**src/rtl/ram_pst_pkg.sv**
```systemverilog
package ram_pst_pkg;

    localparam int SEL_W   = 8;
    localparam int NCELL   = 7;
    localparam int NUNIT   = 9;
    localparam int UNIT_W  = 4;
    localparam int VEC_W   = 4;
    localparam int NPIN_UNITS = 2;

    typedef enum logic {ST_IDLE, ST_RUN} run_state_e;

    typedef struct packed {
        logic [SEL_W-1:0] sel;
        logic             wr_one;
        logic             wr_zero;
        logic             chk_one;
        logic             exp_one;
        logic             chk_zero;
        logic             exp_zero;
    } vec_t;

    typedef struct packed {
        logic [UNIT_W-1:0] unit;
        logic [VEC_W-1:0]  vec;
        logic [1:0]        sense;
    } fail_t;

    // Cells 0..3 share upper line 4 and walk the lower group downward;
    // cells 4..6 share lower line 3 and walk the upper group upward.
    function automatic logic [SEL_W-1:0] cell_addr(input logic [2:0] idx);
        if (idx < 3'd4)
            return {4'b0001, 4'b1000 >> idx};
        else
            return {4'b0001 << (idx - 3'd3), 4'b1000};
    endfunction

    function automatic logic [VEC_W-1:0] unit_last(input logic [UNIT_W-1:0] unit);
        return (unit < UNIT_W'(NPIN_UNITS)) ? VEC_W'(5) : VEC_W'(15);
    endfunction

    function automatic vec_t vec_decode(input logic [UNIT_W-1:0] unit,
                                        input logic [VEC_W-1:0]  vec);
        vec_t       v;
        logic [2:0] tgt;
        logic [2:0] k;
        v = '0;
        if (unit < UNIT_W'(NPIN_UNITS)) begin
            case (vec)
                4'd0: begin v.sel = cell_addr(3'd0); v.wr_one  = 1'b1; end
                4'd3: begin v.sel = cell_addr(3'd0); v.wr_zero = 1'b1; end
                4'd2, 4'd5: begin
                    v.sel      = cell_addr(3'd0);
                    v.chk_zero = ~unit[0];
                    v.chk_one  = unit[0];
                    v.exp_zero = (vec == 4'd2);
                    v.exp_one  = (vec == 4'd5);
                end
                default: v = '0;
            endcase
        end else begin
            tgt = 3'(unit - UNIT_W'(NPIN_UNITS));
            if (vec < 4'd7) begin
                v.sel    = cell_addr(vec[2:0]);
                v.wr_one = 1'b1;
            end else if (vec == 4'd7) begin
                v.sel     = cell_addr(tgt);
                v.wr_zero = 1'b1;
            end else if (vec == 4'd8) begin
                v = '0;
            end else if (vec < 4'd15) begin
                k          = 3'(vec - 4'd9);
                v.sel      = cell_addr((k < tgt) ? k : k + 3'd1);
                v.chk_zero = 1'b1;
                v.chk_one  = 1'b1;
                v.exp_zero = 1'b1;
                v.exp_one  = 1'b0;
            end else begin
                v.sel      = cell_addr(tgt);
                v.chk_zero = 1'b1;
                v.chk_one  = 1'b1;
                v.exp_zero = 1'b0;
                v.exp_one  = 1'b1;
            end
        end
        return v;
    endfunction

endpackage

```
**src/rtl/ram_pst_timer.sv**
```systemverilog
module ram_pst_timer #(
    parameter int PERIOD    = 20,
    parameter int STROBE_AT = 18
) (
    input  logic clk,
    input  logic rst,
    input  logic run_i,
    output logic at_strobe_o,
    output logic at_end_o
);
    localparam int CNT_W = (PERIOD > 2) ? $clog2(PERIOD) : 1;
    localparam logic [CNT_W-1:0] LAST_C   = CNT_W'(PERIOD - 1);
    localparam logic [CNT_W-1:0] STROBE_C = CNT_W'(STROBE_AT);

    logic [CNT_W-1:0] cnt_q;

    always_ff @(posedge clk) begin
        if (rst || !run_i)
            cnt_q <= '0;
        else if (cnt_q == LAST_C)
            cnt_q <= '0;
        else
            cnt_q <= cnt_q + 1'b1;
    end

    assign at_strobe_o = run_i && (cnt_q == STROBE_C);
    assign at_end_o    = run_i && (cnt_q == LAST_C);

    AST_STROBE_BEFORE_END: assert property (@(posedge clk) disable iff (rst)
        at_end_o && !$past(at_end_o) |-> $past(at_strobe_o, PERIOD - 1 - STROBE_AT) || (STROBE_AT == PERIOD - 1)) else $error("strobe cycle misplaced");
endmodule

```
**src/rtl/ram_pst_vecgen.sv**
```systemverilog
module ram_pst_vecgen
    import ram_pst_pkg::*;
(
    input  logic              en_i,
    input  logic [UNIT_W-1:0] unit_i,
    input  logic [VEC_W-1:0]  vec_i,
    output vec_t              vec_o
);
    vec_t raw;

    always_comb begin
        raw   = vec_decode(unit_i, vec_i);
        vec_o = en_i ? raw : '0;
    end
endmodule

```
**src/rtl/ram_pst_cmp.sv**
```systemverilog
module ram_pst_cmp
    import ram_pst_pkg::*;
(
    input  vec_t vec_i,
    input  logic sense_one_n_i,
    input  logic sense_zero_n_i,
    output logic mism_o
);
    always_comb begin
        mism_o = (vec_i.chk_zero && (sense_zero_n_i != vec_i.exp_zero)) ||
                 (vec_i.chk_one  && (sense_one_n_i  != vec_i.exp_one));
    end
endmodule

```
**src/rtl/ram_pin_test_seq.sv**
```systemverilog
module ram_pin_test_seq
    import ram_pst_pkg::*;
#(
    parameter int PERIOD    = 20,
    parameter int STROBE_AT = 18
) (
    input  logic        clk,
    input  logic        rst,
    input  logic        start_i,
    output logic [7:0]  sel_o,
    output logic        wr_one_o,
    output logic        wr_zero_o,
    input  logic        sense_one_n_i,
    input  logic        sense_zero_n_i,
    output logic        busy_o,
    output logic        done_o,
    output logic        pass_o,
    output logic [3:0]  fail_unit_o,
    output logic [3:0]  fail_vec_o,
    output logic [1:0]  fail_sense_o
);
    localparam logic [UNIT_W-1:0] LAST_UNIT = UNIT_W'(NUNIT - 1);

    run_state_e        st_q;
    logic [UNIT_W-1:0] unit_q;
    logic [VEC_W-1:0]  vec_q;
    logic              done_q, pass_q;
    fail_t             fail_q;
    logic              at_strobe, at_end, mism, busy;
    vec_t              cur;

    assign busy = (st_q == ST_RUN);

    ram_pst_timer #(.PERIOD(PERIOD), .STROBE_AT(STROBE_AT)) u_timer (
        .clk        (clk),
        .rst        (rst),
        .run_i      (busy),
        .at_strobe_o(at_strobe),
        .at_end_o   (at_end)
    );

    ram_pst_vecgen u_vecgen (
        .en_i  (busy),
        .unit_i(unit_q),
        .vec_i (vec_q),
        .vec_o (cur)
    );

    ram_pst_cmp u_cmp (
        .vec_i         (cur),
        .sense_one_n_i (sense_one_n_i),
        .sense_zero_n_i(sense_zero_n_i),
        .mism_o        (mism)
    );

    always_ff @(posedge clk) begin
        if (rst) begin
            st_q   <= ST_IDLE;
            unit_q <= '0;
            vec_q  <= '0;
            done_q <= 1'b0;
            pass_q <= 1'b0;
            fail_q <= '0;
        end else begin
            done_q <= 1'b0;
            case (st_q)
                ST_IDLE: begin
                    if (start_i) begin
                        st_q   <= ST_RUN;
                        unit_q <= '0;
                        vec_q  <= '0;
                        pass_q <= 1'b0;
                        fail_q <= '0;
                    end
                end
                default: begin
                    if (at_strobe && mism) begin
                        st_q   <= ST_IDLE;
                        done_q <= 1'b1;
                        pass_q <= 1'b0;
                        fail_q <= '{unit: unit_q, vec: vec_q,
                                    sense: {sense_one_n_i, sense_zero_n_i}};
                    end else if (at_end) begin
                        if (vec_q == unit_last(unit_q)) begin
                            vec_q <= '0;
                            if (unit_q == LAST_UNIT) begin
                                st_q   <= ST_IDLE;
                                done_q <= 1'b1;
                                pass_q <= 1'b1;
                            end else begin
                                unit_q <= unit_q + 1'b1;
                            end
                        end else begin
                            vec_q <= vec_q + 1'b1;
                        end
                    end
                end
            endcase
        end
    end

    assign sel_o        = cur.sel;
    assign wr_one_o     = cur.wr_one;
    assign wr_zero_o    = cur.wr_zero;
    assign busy_o       = busy;
    assign done_o       = done_q;
    assign pass_o       = pass_q;
    assign fail_unit_o  = fail_q.unit;
    assign fail_vec_o   = fail_q.vec;
    assign fail_sense_o = fail_q.sense;

    AST_SEL_PAIR: assert property (@(posedge clk) disable iff (rst)
        ($countones(sel_o) == 0) || ($countones(sel_o) == 2)) else $error("select shape");
    AST_ONE_STROBE: assert property (@(posedge clk) disable iff (rst)
        !(wr_one_o && wr_zero_o)) else $error("both strobes");
    AST_DESELECT_QUIET: assert property (@(posedge clk) disable iff (rst)
        (sel_o == '0) |-> (!wr_one_o && !wr_zero_o)) else $error("strobe on deselect");
    AST_VEC_HOLD: assert property (@(posedge clk) disable iff (rst)
        busy_o && !at_end && !at_strobe |=> $stable(sel_o) && $stable(wr_one_o) && $stable(wr_zero_o)) else $error("vector moved");
    AST_FAIL_AT_STROBE: assert property (@(posedge clk) disable iff (rst)
        done_o && !pass_o |-> $past(at_strobe)) else $error("fail off strobe");
    AST_IDLE_QUIET: assert property (@(posedge clk) disable iff (rst)
        !busy_o |-> (sel_o == '0) && !wr_one_o && !wr_zero_o) else $error("idle drive");
    AST_DONE_PULSE: assert property (@(posedge clk) disable iff (rst)
        done_o |=> !done_o) else $error("done wide");
    AST_DONE_CLOSES: assert property (@(posedge clk) disable iff (rst)
        done_o |-> !busy_o && $past(busy_o)) else $error("done vs busy");
    AST_RESULT_HOLD: assert property (@(posedge clk) disable iff (rst)
        !busy_o && !start_i |=> $stable(pass_o) && $stable(fail_unit_o) && $stable(fail_vec_o) && $stable(fail_sense_o)) else $error("result moved");
endmodule

```
**config.mk**
```make
export PLATFORM = sky130hd
export DESIGN_NAME = ram_pin_test_seq
export DESIGN_NICKNAME = d
export VERILOG_FILES = /design/src/rtl/ram_pst_pkg.sv /design/src/rtl/ram_pst_timer.sv /design/src/rtl/ram_pst_vecgen.sv /design/src/rtl/ram_pst_cmp.sv /design/src/rtl/ram_pin_test_seq.sv
export SDC_FILE = /design/constraint.sdc
export NUM_CORES = 1
export LEC_CHECK = 0
export BUFFER_PORTS_ARGS = -buffer_cell sky130_fd_sc_hd__clkbuf_2
export CORE_ASPECT_RATIO = 0.5
export CORE_MARGIN = 2
export CORE_UTILIZATION = 58
export DETAILED_ROUTE_END_ITERATION = 8
export PLACE_DENSITY = 0.8
export SYNTH_ARGS = -nofsm -noshare
export SYNTH_HDL_FRONTEND = slang
export SYNTH_SLANG_ARGS = --single-unit
```
**constraint.sdc**
```tcl
create_clock -name clk -period 3.88 [get_ports clk]
set_input_delay 0.194 -clock clk [delete_from_list [all_inputs] [get_ports clk]]
set_output_delay 0.194 -clock clk [all_outputs]
set_load 0.01 [all_outputs]
```
==> results of run 1 <==
## where the power goes
group	switching (mW)	total (mW)	internal [mW]	leakage, nW
sequential	0.00678	0.276	0.269	0.211
clock	0.0881	0.226	0.138	0.0357
combinational	0.0574	0.0929	0.0355	0.667
total	0.152	0.595	0.442	0.913
## final cells by class
type	count	area (µm²)
clock buffers	3	41.3
clock inverters	1	30.0
fillers	288	1060
inverters	15	56.3
multi-input cells	218	1520
flip-flops and latches	26	524
well taps	51	63.8
repair buffers	34	188
## cell usage after synthesis, types with 3 or more instances
master / count / area, µm²
dfxtp_1: 26 / 521
a21oi_1: 25 / 125
ha_1: 20 / 250
nor2_1: 18 / 67.6
o21ai_0: 18 / 90.1
inv_1: 15 / 56.3
nand4_1: 15 / 93.8
clkbuf_1: 14 / 52.6
nand2_1: 14 / 52.6
nand3_1: 9 / 45.0
a31oi_1: 7 / 43.8
nand2b_1: 7 / 43.8
nor3_1: 7 / 35.0
nor4_1: 5 / 31.3
or4_1: 5 / 37.5
a211oi_1: 4 / 30.0
nor2b_1: 4 / 25.0
o21ai_1: 4 / 20.0
or3_1: 4 / 25.0
a221oi_1: 3 / 26.3
and2_1: 3 / 18.8
buf_1: 3 / 11.3
mux2i_1: 3 / 30.0
o31ai_1: 3 / 22.5
xor2_1: 3 / 26.3
## state kept, by name, summed over array words and instances, names as in the netlist
signal and count:
busy_o 1, fail_unit_o 4, unit_q 4, pass_o 1, fail_sense_o 2, vec_q 4, done_o 1, fail_vec_o 4
u_timer.cnt_q 5
## cell families after synthesis
family / after synthesis
DFF: 26
and+or+nand+nor: 103
adders and majority gates: 20
AOI/OAI and AO/OA: 86
buffers and inverters: 36
xor gates and xnor gates: 5
muxes: 4
## worst reg2reg max path: cells and delay by family (launching register included)
kind                       cells  cell delay [ns]
AOI/OAI and AO/OA              3             1.42
adders and majority gates      1             0.22
buffers and inverters          1             0.15
DFF                            1             0.32
and+or+nand+nor                2             0.80
## worst paths after layout
path	start	end	slack, ns	cells past startpoint
setup / recovery	vec_q[1]	sel_o[5]	0.28	12
setup reg to reg	vec_q[0]	fail_unit_o[0]	0.88	7
hold / removal	sense_one_n_i	fail_sense_o[1]	0.25	3
hold reg to reg	u_timer.cnt_q[0]	u_timer.cnt_q[0]	0.47	1
## stage by stage
step,cell area [µm²],setup WS [ns]
floorplan,2160,0.632
global placement,2320,0.397
detailed placement,2320,0.196
CTS,2390,0.00883
global route,2430,0.0368
finish,2430,0.277
## what timing repair did
action                     CTS  global route
gates cloned                 0             0
setup endpoints to repair    3             3
resized for setup            1             8
pin swaps                    0             1
## routing by layer
layer	up-vias	GRT usage [%]	part of all wire, %
li1	1081	-	-
met4	0	9.54	2.1
met3	14	3.53	6.8
met5	-	0	0
met1	1059	36.4	46
met2	110	45.4	45
==> metrics, run 1 <==
Remaining Overflow, GRT=0; Core Region=0.00349 mm²; total power=0.595 mW; #FFs+latches synth=26; HP Class=primary input to register; die area=0.00425 mm²; Synth Area in Adders=11.6%; largest family of logic cells by synthesized area=simple AND/OR/NAND/NOR gates; Post-CTS Repair Setup Buffers=0; Cell Area, Synth=0.00216 mm²; Final Skew=0.00651 ns; setup tns final=0 ns; vias in the first global route=1868; critical path class=register to primary output; Final HPWL DP=4.17 mm; first-pass GRT wire length=8.91 mm; startpoint types=register; Post-Synth Simple-Gate Area=27.0%; P&R area growth vs syn=12.5%; family with the most delay on the worst path=compound AO/OA/AOI/OAI gates; multiplexer area fraction after synthesis=1.91%; Synth Flop Type=dfxtp_1; Setup violations, final=0; residual DRC count=0; Die Ht=47.1 µm; Placed Cells incl. Taps=344; layout cell share with drive strength beyond 1=17.5%; Clock Sinks=26; ys async rst share=0%; unrepaired setup endpoints after global routing=no; Max VDD drop=0.261 mV; Worst Path Arrival=3.41 ns; Clock Latency Late Sink=0.27 ns; routed wire length=5.84 mm; clk buf depth=2; Slew HR=33.1%; io pins=28; fin cells=348; IO buf count=27; Slew Limit Fails=0; Seq/Total Area, Yosys=24.1%; final worst path period share=92.9%; pin count of the biggest net entering global routing=24; WL/cell=16.8 µm; Hold Buf Count CTS=0; crit-path cells=inv_1, ha_4, inv_1, ha_1, a21bo_2, a32oi_2, and2_4, ha_1, a221oi_2, o21ai_0, a221oi_1, clkbuf_2; most frequent cells in the layout=27 x clkbuf_2, 25 x a21oi_1, 25 x dfxtp_1; Worst path max stage delay=0.41 ns; clk slew on worst S/H paths=0.09 ns; CTS HTree Levels=1; Power Density=245 mW/mm²; Max FO, Critical Path=10; CP Capture Type=primary output; Synth Area in XOR/XNOR=2.03%; diode count=0; CTS tree=built; CP bufs+invs=3; CTS buffer count=3; Yosys cell types=57; outcome=complete, no violations; Mapped Cells=280; syn_nets=305; Post-Syn Area per Cell=7.70 µm²; WHS=0.245 ns; Final #Nets=323; CP required=3.69 ns; initial antenna violation count=0; CP max-delay cell=dfxtp_4; Compound-Gate Fraction of Synth Area=26.6%; routed via count=2264; Final Core Density=69.5%; Iter 0 DRT Violations=239; First-pass DRT Iterations=5; initial core utilization=61.8%; RePlAce Congestion=0.987; vias per inst=6.51; Rows=15; CTS Root Buffer Type=clkbuf_8; min Tclk post-route=3.60 ns; Total Routing Usage GR=26.7%; leak pwr=0.913 nW; synth warn=0; maxcap violations=0; DRT antenna net count=0; Worst-Margin Slew=1.00 ns; EDFF count, synth=0; Hold Vio Cnt, Final=0; Die Span X=90.2 µm; commonest non-fill, non-tap cell in the layout=clkbuf_2; Max Clk Rate=278 MHz
Power figures use the tool's default switching activity.
==> run 2, diff against run 1 <==
- PLACE_DENSITY: 0.8 -> 0.82
==> run 2 against run 1 <==
Net effect:
- routed wire length up 2.5%
- sequential share of layout area down 0.13 points
- setup slack worse by 0.048 ns
- design area up 0.62%
==> metrics, run 2 (synthesized netlist as in run 1, its figures left out) <==
outcome=complete, no violations; maxcap violations=0 (unchanged); Iter 0 DRT Violations=249 (+4.2%); P&R area growth vs syn=13.2%; Clock Latency Late Sink=0.28 ns (about the same); CTS buffer count=3 (unchanged); Placed Cells incl. Taps=345 (+0.29%); Die Span X=90.2 µm (unchanged); Hold Buf Count CTS=0 (unchanged); CTS HTree Levels=1 (unchanged); Max Clk Rate=274 MHz (-1.3%); routed via count=2276 (+0.53%); routed wire length=5.99 mm (+2.5%); CP required=3.69 ns (about the same); initial antenna violation count=0 (unchanged); IO buf count=27 (unchanged); Top reg by flops=u_timer.cnt_q; Max FO, Critical Path=10 (unchanged); Final HPWL DP=4.30 mm (+2.9%); Max VDD drop=0.269 mV (+2.9%); Clock Sinks=26 (unchanged); startpoint types=register; fin cells=349 (+0.29%); io pins=28 (unchanged); Power Density=245 mW/mm² (about the same); final worst path period share=94.1% (+1.2 points); min Tclk post-route=3.65 ns (+0.0479 ns); pin count of the biggest net entering global routing=24 (unchanged); commonest non-fill, non-tap cell in the layout=clkbuf_2; critical path class=register to primary output; CP Capture Type=primary output; residual DRC count=0 (unchanged); diode count=0 (unchanged); First-pass DRT Iterations=6 (+1); Die Ht=47.1 µm (unchanged); Largest register FFs=5 (unchanged); die area=0.00425 mm² (unchanged); Worst-Margin Slew=0.703 ns (-0.302 ns); Remaining Overflow, GRT=0 (unchanged); Core Region=0.00349 mm² (unchanged); clk buf depth=2 (unchanged); first-pass GRT wire length=9.65 mm (+8.4%); vias in the first global route=1986 (+6.3%); RePlAce Congestion=0.910 (-7.8%); WL/cell=17.2 µm (+2.2%); layout cell share with drive strength beyond 1=17.4% (-0.059 points); Rows=15 (unchanged); Slew HR=52.8% (+20 points); CTS tree=built; unrepaired setup endpoints after global routing=no; leak pwr=0.918 nW (+0.54%); setup tns final=0 ns (unchanged); CTS Root Buffer Type=clkbuf_8; Hold Vio Cnt, Final=0 (unchanged); Final Skew=0.00574 ns (-0.000772 ns); Worst Path Arrival=3.46 ns (+0.05 ns); vias per inst=6.52 (+0.24%); clk slew on worst S/H paths=0.09 ns (about the same); DRT antenna net count=0 (unchanged); Post-CTS Repair Setup Buffers=0 (unchanged); most frequent cells in the layout=27 x clkbuf_2, 25 x a21oi_1, 25 x dfxtp_1; Total Routing Usage GR=28.6% (+1.9 points); Slew Limit Fails=0 (unchanged); total power=0.598 mW (+0.60%); HP Class=primary input to register; initial core utilization=61.8% (unchanged); Setup violations, final=0 (unchanged); Final #Nets=324 (+0.31%)
==> run 2: layout make-up <==
class | instances | area, µm²
clock buffer | 3 | 41.3
clock inverter | 1 | 30.0
fill | 299 | 1050
inverter | 15 | 56.3
multi-input combinational | 218 | 1530
sequential | 26 | 524
tap | 51 | 63.8
timing repair buffer | 35 | 195
==> run 2: worst max-delay path, stage by stage (launching register included) <==
cell	delay, ns
dfxtp_4	0.42
inv_1	0.11
ha_4	0.32
inv_1	0.08
ha_1	0.34
a21bo_2	0.28
a32oi_2	0.30
and2_4	0.22
ha_1	0.26
a221oi_4	0.24
o21ai_0	0.14
a221oi_1	0.30
clkbuf_2	0.18
==> run 2: repair_timing <==
action / in CTS / in global routing
gates cloned: 0 / 0
endpoints found under the setup margin: 3 / 3
pin swaps: 0 / 1
resized for setup: 2 / 7
==> run 2: stage by stage <==
| step | instance area, µm² | hold slack, ns | utilization [%] | setup WS [ns] |
|---|---|---|---|---|
| floorplan | 2160 | 0.355 | - | 0.632 |
| global placement | 2330 | 0.444 | 66.7 | 0.281 |
| detailed placement | 2330 | 0.456 | 66.7 | 0.160 |
| CTS | 2410 | 0.230 | 68.9 | 0.0639 |
| global route | 2440 | 0.244 | 70.0 | 0.0577 |
| finish | 2440 | 0.248 | 70.0 | 0.229 |
==> run 2: layer usage <==
metal | track usage (%) | wire (µm)
met4 | 7.08 | 65
met2 | 48.0 | 2640
met5 | 0 | 0
met1 | 40.1 | 2790
met3 | 4.49 | 488
==> run 2: power breakdown <==
group	leakage [nW]	internal [mW]	switching [mW]	total [mW]
clock network	0.0357	0.138	0.0877	0.226
registers	0.211	0.269	0.00673	0.276
logic	0.672	0.0368	0.0601	0.0969
==> run 2: worst paths after layout <==
check,to,cells past startpoint,slack [ns],startpoint
worst max register to register,fail_unit_o[3],8,1.02,vec_q[0]
worst max-delay path,sel_o[5],12,0.23,vec_q[1]
worst min-delay path,fail_sense_o[1],3,0.25,sense_one_n_i
worst min register to register,u_timer.cnt_q[0],1,0.47,u_timer.cnt_q[0]
==> run 3, diff against run 2 <==
--- a/config.mk
+++ b/config.mk
@@ -15,2 +15,3 @@
 export SYNTH_HDL_FRONTEND = slang
+export SYNTH_HIERARCHICAL = 1
 export SYNTH_SLANG_ARGS = --single-unit
==> constraint.sdc (replaced) <==
create_clock -name clk -period 3.88 [get_ports clk]
set_input_delay 0.582 -clock clk [delete_from_list [all_inputs] [get_ports clk]]
set_output_delay 0.582 -clock clk [all_outputs]
set_load 0.01 [all_outputs]
==> run 3 against run 2 <==
Net effect:
- routed wire length decreased by 9.5%
- via count shrank 7.2%
- global-route usage down 1.1 points
- area after synthesis decreased by 2.6%
- synthesized cell count down 9.3%
- clock-buffer cell count grew 1
==> metrics, run 3 <==
outcome=complete, no violations; min Tclk post-route=3.80 ns (+0.150 ns); post-synth top area share=24.8% (+0.65 points); Die Span X=89.1 µm (-1.3%); setup ws final=0.0790 ns (-0.150 ns); Slew HR=50.3% (-2.5 points); number of cells on the critical path=15 (+3); largest family of logic cells by synthesized area=simple AND/OR/NAND/NOR gates; unrepaired setup endpoints after global routing=yes; cell mode on critical path=ha_4; Synth area leader=dfxtp_1; #FFs+latches synth=26 (unchanged); CTS Root Buffer Type=clkbuf_8; initial core utilization=60.8% (-0.96 points); syn_nets=276 (-9.5%); initial antenna violation count=0 (unchanged); WHS=0.478 ns (+0.230 ns); Core Region=0.00345 mm² (-1.1%); DRT antenna net count=0 (unchanged); RR Endpoint=unit_q[0]; Final #Nets=312 (-3.7%); crit path from=vec_q[0]; CP required=3.30 ns (-0.39 ns); Cell Area, Synth=0.00210 mm² (-2.6%); clk buf depth=2 (unchanged); CP Capture Type=primary output; synth warn=6 (+6); Clock Sinks=26 (unchanged); startpoint types=register; HP Class=register to register; layout cell share with drive strength beyond 1=26.0% (+8.5 points); Top reg by flops=u_timer/cnt_q; CTS HTree Levels=1 (unchanged); EDFF count, synth=0 (unchanged); Combinational Power Share=26.3% (+10 points); switching part of the total power=28.3% (+2.5 points); Power Density=248 mW/mm² (+1.2%); fillcell total=292 (-2.3%); total power=0.607 mW (+1.4%); Max Clk Rate=263 MHz (-4.0%); Setup violations, final=0 (unchanged); P&R area growth vs syn=16.5%; commonest non-fill, non-tap cell in the layout=clkbuf_2; die area=0.00415 mm² (-2.4%); Final Skew=0.00277 ns (-0.00296 ns); pin count of the biggest net entering global routing=23 (-4.2%); placed cell area=0.00228 mm² (-2.2%); Iter 0 DRT Violations=123 (-51%); Synth Flop Type=dfxtp_1; Compound-Gate Fraction of Synth Area=25.6% (-1.0 points); hold path start=u_timer/cnt_q[0]; critical path class=register to primary output; Seq/Total Area, Yosys=24.8% (+0.65 points); Synth Area in XOR/XNOR=4.11% (+2.1 points); clock power share=28.2% (-9.6 points); Slew Limit Fails=0 (unchanged); Place WS=0.0293 ns (-0.130 ns); R2R setup slack=0.44 ns (-0.58 ns); routed wire length=5.42 mm (-9.5%); worst reg2reg startpoint=vec_q[0]; Max VDD drop=0.323 mV (+20%); Remaining Overflow, GRT=0 (unchanged); Rows=15 (unchanged); IO buf count=27 (unchanged); Worst path max stage delay=0.34 ns (-0.08 ns); Mapped Cells=254 (-9.3%); sequential group share of total power=45.4% (-0.7 points); vias per inst=6.21 (-4.7%); multiplexer area fraction after synthesis=2.03% (+0.11 points); setup tns final=0 ns (unchanged); Clock Latency Late Sink=0.27 ns (about the same); CP bufs+invs=3 (unchanged); Synth Area in Adders=10.1% (-1.5 points); Worst-Margin Slew=0.745 ns (+0.0422 ns); crit path capture=sel_o[7]; Net Sw Power=0.172 mW (+11%); CP max-delay cell=dfxtp_2; final worst path period share=98.0% (+3.9 points); internal power=0.435 mW (-2.0%); crit-path cells=inv_2, ha_4, inv_4, ha_4, a21boi_4, o31ai_2, nand2_1, xnor2_1, nor2_2, ha_4, nand4b_1, o22a_1, a221o_1, a21oi_2, buf_2; vias in the first global route=1978 (-0.40%); maxcap violations=0 (unchanged); clk slew on worst S/H paths=0.09 ns (about the same); Final HPWL DP=3.78 mm (-12%); CTS tree=built; Worst Path Arrival=3.22 ns (-0.24 ns); RePlAce Congestion=0.919 (+1.0%); First-pass DRT Iterations=4 (-2); Yosys cell types=69 (+21%); family with the most delay on the worst path=compound AO/OA/AOI/OAI gates; CTS buffer count=3 (unchanged); synth top area cells=dfxtp_1 25%, ha_1 10%, nor2_1 4.6%, a22o_1 4.6%, a21oi_1 3.1%; Largest register FFs=5 (unchanged); Post-Synth Simple-Gate Area=26.4% (-0.65 points); Die Ht=46.6 µm (-1.2%); ys async rst share=0% (unchanged); diode count=0 (unchanged); Hold Vio Cnt, Final=0 (unchanged); residual DRC count=0 (unchanged); Total Routing Usage GR=27.5% (-1.1 points); io pins=28 (unchanged); top post-synthesis cells by count=26 x dfxtp_1, 26 x nor2_1, 17 x ha_1, 17 x nand2_1, 15 x inv_1; Post-Syn Area per Cell=8.27 µm² (+7.4%); routed via count=2113 (-7.2%); first-pass GRT wire length=8.78 mm (-9.0%); post-route cell area=0.00245 mm² (+0.21%); WL/cell=15.9 µm (-7.1%); most frequent cells in the layout=26 x clkbuf_2, 25 x nor2_1, 24 x dfxtp_1; Max FO, Critical Path=6 (-4); R2R depth=12 (+4); leak pwr=1.05 nW (+14%)
-- run 3: cell types whose count changed in the layout (fill, tap and decap cells not counted), sizes merged, moves of 7 or more --
cell | before | now
a21oi | 25 | 13
nand4 | 15 | 0
o21ai | 22 | 9
nor2 | 18 | 26
a22o | 0 | 11
buf | 8 | 15
-- run 3: worst min-delay path by stage --
stage                            end  cells past startpoint  slack (ns)
detailed placement  u_timer/cnt_q[0]                      1        0.46
floorplan           u_timer/cnt_q[0]                      1        0.43
CTS                 u_timer/cnt_q[0]                      1        0.48
global placement    u_timer/cnt_q[0]                      1        0.45
finish              u_timer/cnt_q[0]                      1        0.48
global route        u_timer/cnt_q[0]                      1        0.50
-- run 3: metal layers --
layer	GRT usage [%]	vias to the layer above	share of wire [%]
met5	0	-	0
met4	8.96	0	1.6
met3	4.48	10	7.1
met2	49.2	95	48
met1	34.4	999	44
li1	-	1009	-
-- run 3: worst reg2reg max path, cell delays in order (launching register included) --
cell and delay, ns:
dfxtp_2 0.33, buf_4 0.20, ha_1 0.35, and2_1 0.26, nor2_1 0.44, nor3_1 0.11
o21a_1 0.20, xor2_1 0.15, a22o_1 0.22, nand2_2 0.11, a31oi_2 0.21, nor3_2 0.39
mux2_1 0.35
-- run 3: metrics by stage --
stage          std cells  util (%)
3_5_place_dp         331      65.9
3_3_place_gp         331      65.9
2_1_floorplan        254         -
5_1_grt              340      70.9
4_1_cts              338      70.0
6_report             340      70.9
-- run 3: repair_timing --
item                       in CTS  in global routing
resized for setup              13                  5
pin swaps                       9                 10
hold buffers                    0                  0
buffers inserted                3                  2
setup endpoints to repair       2                  3
-- run 3: layout make-up --
type | count | area (µm²) | area share, %
clock buffer | 4 | 55.1 | 2.25
inverter | 15 | 58.8 | 2.40
multi-input combinational | 203 | 1510 | 61.6
sequential | 26 | 523 | 21.4
tap | 51 | 63.8 | 2.61
timing repair buffer | 41 | 240 | 9.82
-- run 3: cell families (layout without fill, tap and decap cells) --
logic type               after synthesis  count (layout)
AND/OR/NAND/NOR                       99              99
AO/OA/AOI/OAI                         74              74
flip-flops                            26              26
buffers and inverters                 25              60
adder cells (fa/ha/maj)               17              17
XOR/XNOR                               9               9
multiplexers                           4               4
-- run 3: power by group through the flow --
stage                     Combinational [mW]  Sequential [mW]  Clock [mW]
after floorplan                       0.0822            0.282           0
after global placement                 0.111            0.281           0
after detailed placement               0.116            0.281           0
after CTS                              0.142            0.275       0.174
after global routing                   0.169            0.276       0.185
final                                  0.160            0.276       0.171
